**config.mk**
```make
export PLATFORM = sky130hd
export DESIGN_NAME = bkpt_unit
export DESIGN_NICKNAME = d
export VERILOG_FILES = /design/src/rtl/bkpt_pkg.sv /design/src/rtl/bkpt_chan_regs.sv /design/src/rtl/bkpt_window_cmp.sv /design/src/rtl/bkpt_status.sv /design/src/rtl/bkpt_unit.sv
export SDC_FILE = /design/constraint.sdc
export NUM_CORES = 1
export LEC_CHECK = 0
export ABC_AREA = 1
export BUFFER_PORTS_ARGS = -buffer_cell sky130_fd_sc_hd__buf_2
export CAP_MARGIN = 0
export CORE_AREA = 3 3 236 238
export CTS_CLUSTER_DIAMETER = 50
export DETAILED_ROUTE_END_ITERATION = 8
export DIE_AREA = 0 0 239 241
export PLACE_DENSITY = 0.56
export SYNTH_ARGS = -nofsm -noshare
export SYNTH_HDL_FRONTEND = slang
export SYNTH_SLANG_ARGS = --single-unit
```
**constraint.sdc**
```tcl
create_clock -name clk -period 9.6 [get_ports clk]
set_input_delay 0.48 -clock clk [delete_from_list [all_inputs] [get_ports clk]]
set_output_delay 0.48 -clock clk [all_outputs]
set_load 0.03 [all_outputs]
```
**src/rtl/bkpt_pkg.sv**
```systemverilog
package bkpt_pkg;

  localparam int BP_AW = 32;
  localparam int BP_EW = BP_AW + 1;

  typedef enum logic [1:0] {
    BP_EXEC  = 2'b00,
    BP_WRITE = 2'b01,
    BP_RSVD  = 2'b10,
    BP_RDWR  = 2'b11
  } bp_type_e;

  typedef enum logic [1:0] {
    ACC_FETCH = 2'b00,
    ACC_READ  = 2'b01,
    ACC_WRITE = 2'b10,
    ACC_NONE  = 2'b11
  } acc_kind_e;

  typedef struct packed {
    logic             en;
    bp_type_e         kind;
    logic [1:0]       len;
    logic [BP_AW-1:0] addr;
  } bp_chan_t;

  // byte count of a length or size code
  function automatic logic [2:0] span_bytes(input logic [1:0] code);
    case (code)
      2'b00:   return 3'd1;
      2'b01:   return 3'd2;
      default: return 3'd4;
    endcase
  endfunction

  // round an address down to the window boundary
  function automatic logic [BP_AW-1:0] align_down(input logic [BP_AW-1:0] addr,
                                                  input logic [1:0] code);
    logic [BP_AW-1:0] low;
    low = BP_AW'(span_bytes(code) - 3'd1);
    return addr & ~low;
  endfunction

  // true when two byte ranges share at least one byte (no wrap)
  function automatic logic windows_touch(input logic [BP_AW-1:0] a_lo,
                                         input logic [2:0] a_n,
                                         input logic [BP_AW-1:0] b_lo,
                                         input logic [2:0] b_n);
    logic [BP_EW-1:0] a_end, b_end;
    a_end = {1'b0, a_lo} + BP_EW'(a_n) - BP_EW'(1);
    b_end = {1'b0, b_lo} + BP_EW'(b_n) - BP_EW'(1);
    return ({1'b0, a_lo} <= b_end) && ({1'b0, b_lo} <= a_end);
  endfunction

  // which access kinds a channel type responds to
  function automatic logic kind_allowed(input bp_type_e t, input acc_kind_e k);
    case (t)
      BP_EXEC:  return k == ACC_FETCH;
      BP_WRITE: return k == ACC_WRITE;
      BP_RDWR:  return (k == ACC_READ) || (k == ACC_WRITE);
      default:  return 1'b0;
    endcase
  endfunction

endpackage

```
**src/rtl/bkpt_chan_regs.sv**
```systemverilog
module bkpt_chan_regs
  import bkpt_pkg::*;
#(
  parameter int NUM_CH = 4,
  localparam int CH_W = (NUM_CH > 1) ? $clog2(NUM_CH) : 1
) (
  input  logic             clk,
  input  logic             rst_n,
  input  logic             cfg_we,
  input  logic [CH_W-1:0]  cfg_chan,
  input  logic             cfg_en,
  input  logic [1:0]       cfg_type,
  input  logic [1:0]       cfg_len,
  input  logic [BP_AW-1:0] cfg_addr,
  output bp_chan_t         chans [NUM_CH]
);

  for (genvar i = 0; i < NUM_CH; i++) begin : g_ch
    bp_chan_t cur;
    logic     sel;
    assign sel = cfg_we && (cfg_chan == CH_W'(i));

    always_ff @(posedge clk) begin
      if (!rst_n) begin
        cur <= '0;
      end else if (sel) begin
        cur.en   <= cfg_en;
        cur.kind <= bp_type_e'(cfg_type);
        cur.len  <= cfg_len;
        cur.addr <= cfg_addr;
      end
    end

    assign chans[i] = cur;
  end

endmodule

```
**src/rtl/bkpt_window_cmp.sv**
```systemverilog
module bkpt_window_cmp
  import bkpt_pkg::*;
(
  input  bp_chan_t         chan,
  input  logic             acc_valid,
  input  logic [1:0]       acc_kind,
  input  logic [BP_AW-1:0] acc_addr,
  input  logic [1:0]       acc_size,
  output logic             hit
);

  logic kind_ok;
  logic addr_ok;

  always_comb begin
    kind_ok = kind_allowed(chan.kind, acc_kind_e'(acc_kind));
    if (chan.kind == BP_EXEC) begin
      // execute windows are one byte at the exact instruction start
      addr_ok = (acc_addr == chan.addr);
    end else begin
      addr_ok = windows_touch(acc_addr, span_bytes(acc_size),
                              align_down(chan.addr, chan.len),
                              span_bytes(chan.len));
    end
    hit = acc_valid && chan.en && kind_ok && addr_ok;
  end

endmodule

```
**src/rtl/bkpt_status.sv**
```systemverilog
module bkpt_status #(
  parameter int NUM_CH = 4
) (
  input  logic              clk,
  input  logic              rst_n,
  input  logic [NUM_CH-1:0] set_vec,
  input  logic              clr_we,
  input  logic [NUM_CH-1:0] clr_mask,
  output logic              trap,
  output logic [NUM_CH-1:0] hit_status
);

  logic [NUM_CH-1:0] clr_eff;
  assign clr_eff = clr_we ? clr_mask : '0;

  always_ff @(posedge clk) begin
    if (!rst_n) begin
      hit_status <= '0;
      trap       <= 1'b0;
    end else begin
      hit_status <= (hit_status & ~clr_eff) | set_vec;
      trap       <= |set_vec;
    end
  end

endmodule

```
**src/rtl/bkpt_unit.sv**
```systemverilog
module bkpt_unit
  import bkpt_pkg::*;
#(
  parameter int NUM_CH = 4,
  localparam int CH_W = (NUM_CH > 1) ? $clog2(NUM_CH) : 1
) (
  input  logic              clk,
  input  logic              rst_n,
  input  logic              cfg_we,
  input  logic [CH_W-1:0]   cfg_chan,
  input  logic              cfg_en,
  input  logic [1:0]        cfg_type,
  input  logic [1:0]        cfg_len,
  input  logic [BP_AW-1:0]  cfg_addr,
  input  logic              clr_we,
  input  logic [NUM_CH-1:0] clr_mask,
  input  logic              acc_valid,
  input  logic [1:0]        acc_kind,
  input  logic [BP_AW-1:0]  acc_addr,
  input  logic [1:0]        acc_size,
  output logic              trap,
  output logic [NUM_CH-1:0] hit_status
);

  bp_chan_t          chans [NUM_CH];
  logic [NUM_CH-1:0] chan_hit;
  logic [NUM_CH-1:0] chan_en;
  logic [NUM_CH-1:0] exec_mask;
  logic [NUM_CH-1:0] set_vec;

  bkpt_chan_regs #(.NUM_CH(NUM_CH)) u_regs (
    .clk      (clk),
    .rst_n    (rst_n),
    .cfg_we   (cfg_we),
    .cfg_chan (cfg_chan),
    .cfg_en   (cfg_en),
    .cfg_type (cfg_type),
    .cfg_len  (cfg_len),
    .cfg_addr (cfg_addr),
    .chans    (chans)
  );

  for (genvar i = 0; i < NUM_CH; i++) begin : g_cmp
    bkpt_window_cmp u_cmp (
      .chan      (chans[i]),
      .acc_valid (acc_valid),
      .acc_kind  (acc_kind),
      .acc_addr  (acc_addr),
      .acc_size  (acc_size),
      .hit       (chan_hit[i])
    );
    assign chan_en[i]   = chans[i].en;
    assign exec_mask[i] = (chans[i].kind == BP_EXEC);
  end

  assign set_vec = chan_hit;

  bkpt_status #(.NUM_CH(NUM_CH)) u_stat (
    .clk        (clk),
    .rst_n      (rst_n),
    .set_vec    (set_vec),
    .clr_we     (clr_we),
    .clr_mask   (clr_mask),
    .trap       (trap),
    .hit_status (hit_status)
  );

endmodule

```
==> flow_metrics.tcl <==
set metrics [dict create \
    status "complete, no violations" \
    synth_area_per_cell_um2 6.71 \
    p_leak_uw 0.0111 \
    post_cts_resize_count 0 \
    crit_path_start_kind "primary input" \
    path_clk_slew_ps 80 \
    clock_sinks 153 \
    finalCritPeriodShare 0.588 \
    nFillCells 5762 \
    cts_buffers 17 \
    grt_first_pass_wirelength_um 130000 \
    finClkSkew_ps 13.3 \
    synth-seq-cells 153 \
    grt-ovfl-total 0 \
    slew_viol_final 0 \
    power_density_nw_per_um2 151 \
    timing.final.crit_period_ps 5640 \
    yosysTopAreaCell "ha_1" \
    ir_drop_mv 0.107 \
    wl_met2_um 40800 \
    ios 89 \
    drc 0 \
    async_flop_share 0 \
    fp.dieW_um 239 \
    synthesis.instances 3183 \
    cp.arrival_ps 6090 \
    setup_tns_ps 0 \
    antenna_found_initial 2 \
    synth_edf_count 0 \
    ant_nets 0 \
    grt_max_degree 79 \
    worstSetupPathType "primary input to flip-flop" \
    area_growth_pct 5.94 \
    multiInputGateArea_um2 16200 \
    diodes 0 \
    synth_nets 3688 \
    drt_iter0_markers 1608 \
    synth-seq-area-share 0.143 \
    cp_slowest_cell "nor4b_1" \
    route.met3.wl_um 6150 \
    maxCapViolations 0 \
    num_vias 21800 \
    wire_per_inst_um 23.5 \
    die-area_um2 57600 \
    core_area_um2 53800 \
    start_util 0.397 \
    tightest_slew_ps 860 \
    drt_pass1_iterations 5 \
    gp_congestion 1.00 \
    reg2reg_setup_slack_ps 4420 \
    hold_buffers 0 \
    dpl.cell_count 3794 \
    fmax_ghz 0.177 \
    avgViaCountPerCell 5.71 \
    cts_root_buf "clkbuf_16" \
    crit_fanout 5 \
    yosysWarningCount 0 \
    grt_pass1_vias 21100 \
    cp-end-kind "flip-flop" \
    die_h_um 241 \
    synth_flop_cell "dfxtp_1" \
    cp_common_cell "nand2_1" \
    netlist_top_cells_area "ha_1 (24%), dfxtp_1 (14%), a21oi_1 (9.8%)" \
    rsz0062_at_grt "false" \
    clock_latency_ps 520 \
    hold_class "primary input to flip-flop" \
    setup-violations-final 0 \
    track_usage 0.309 \
    final_hold_viol_count 0 \
    max_stage_delay_ps 530 \
    cts_max_path_buffers 2 \
    drive_above_1_share 0.0633 \
    rows 85 \
    regArea_um2 3060 \
    postRouteWirelength_um 89900 \
    required_ps 10050 \
    cts_tree "built" \
    synth_area_um2 21400 \
    cts_setup_buffers 0 \
    layout.nets 3622 \
    stdcell_count 3826 \
    slew-limit-headroom 0.427 \
    dp_hpwl_um 75000 \
    numPortBuffers 88 \
    met1_length_um 38900 \
    synth_top_area_frac 0.244 \
    htreeDepth 4 \
    synth.distinct_cells 57 \
    routed.top_layer "met4" \
]
layout by cell type, fill, tap and decap left out, drive strengths merged, types with 60 or more instances in the layout:
cell type / n
buf: 97
nand2: 556
nand3: 99
ha: 416
xnor2: 173
nor2: 200
inv: 401
o21ai: 252
dfxtp: 153
a21oi: 428
xor2: 75
nand4: 60
worst max-delay path, delay by kind of cell:
| kind | cells | cell delay [ps] |
|---|---|---|
| AOI/OAI and AO/OA | 8 | 1350 |
| xor gates and xnor gates | 1 | 450 |
| adders and majority gates | 4 | 1090 |
| buffers and inverters | 3 | 590 |
| and+or+nand+nor | 14 | 2060 |
power breakdown:
part           internal, uW  total, uW  switching, uW
combinational           714       1990           1270
sequential              667        724           57.3
clock                   350        711            360
total                  1730       3420           1690
flip-flops by register name (all words and copies together) (netlist names):
name / cells
u_regs.chans: 148
u_stat.hit_status: 4
u_stat.trap: 1
layout make-up:
| type | count | area share |
|---|---|---|
| inverter | 394 | 0.0653 |
| clock inverter | 13 | 0.00475 |
| sequential | 153 | 0.135 |
| tap | 696 | 0.0385 |
| multi-input combinational | 2454 | 0.714 |
| clock buffer | 19 | 0.0200 |
| timing repair buffer | 97 | 0.0226 |
cells in the mapped netlist, types with 5 or more instances:
library cell	number
o21a_1	17
nand3_1	87
a21boi_1	5
a31oi_1	22
inv_1	389
xnor2_1	173
a21oi_1	417
clkbuf_1	182
nand3b_1	8
o221ai_1	11
nand3_2	12
ha_1	416
nor3_1	36
xor2_1	74
nor4_1	14
fa_1	5
a21oi_2	11
a21o_1	13
o21ai_1	12
nand4_1	60
nor2_1	196
dfxtp_1	153
o21ai_2	9
nand2_1	544
o21bai_1	9
o2111ai_1	6
o21ai_0	231
o211ai_1	6
nand2_2	10
o22ai_1	6
a211oi_1	8
kinds of logic after synthesis:
logic type	synth area share
simple gates	0.200
fa+ha+maj	0.248
compound gates	0.205
buf+inv	0.101
xor+xnor	0.102
flops	0.143
layer usage:
metal | GRT usage | up-vias
met5 | 0 | -
met4 | 0.139 | 0
met3 | 0.0403 | 150
met2 | 0.514 | 811
met1 | 0.401 | 10300
li1 | - | 10600
final timing paths:
| path | start | to | depth (start not counted) |
|---|---|---|---|
| worst max-delay path | acc_addr[0] | u_stat.trap | 30 |
| worst min-delay path | clr_mask[2] | u_stat.hit_status[2] | 4 |
| worst max register to register | u_regs.chans[106] | u_stat.trap | 36 |
| worst min register to register | u_stat.hit_status[0] | u_stat.hit_status[0] | 2 |
per-stage QoR:
step                      power, uW   util  hold slack (ps)  instance area, um2  setup WS (ps)
final                          3420  0.421              224               22600           3960
after CTS                      3420  0.421              200               22600           3990
after global placement         2680  0.410              453               22100           3480
after detailed placement       2700  0.410              457               22100           3460
after floorplan                2110      -              424               21400           5120
after global routing           3700  0.421              232               22600           3630
(Power assumes the default switching activity.)
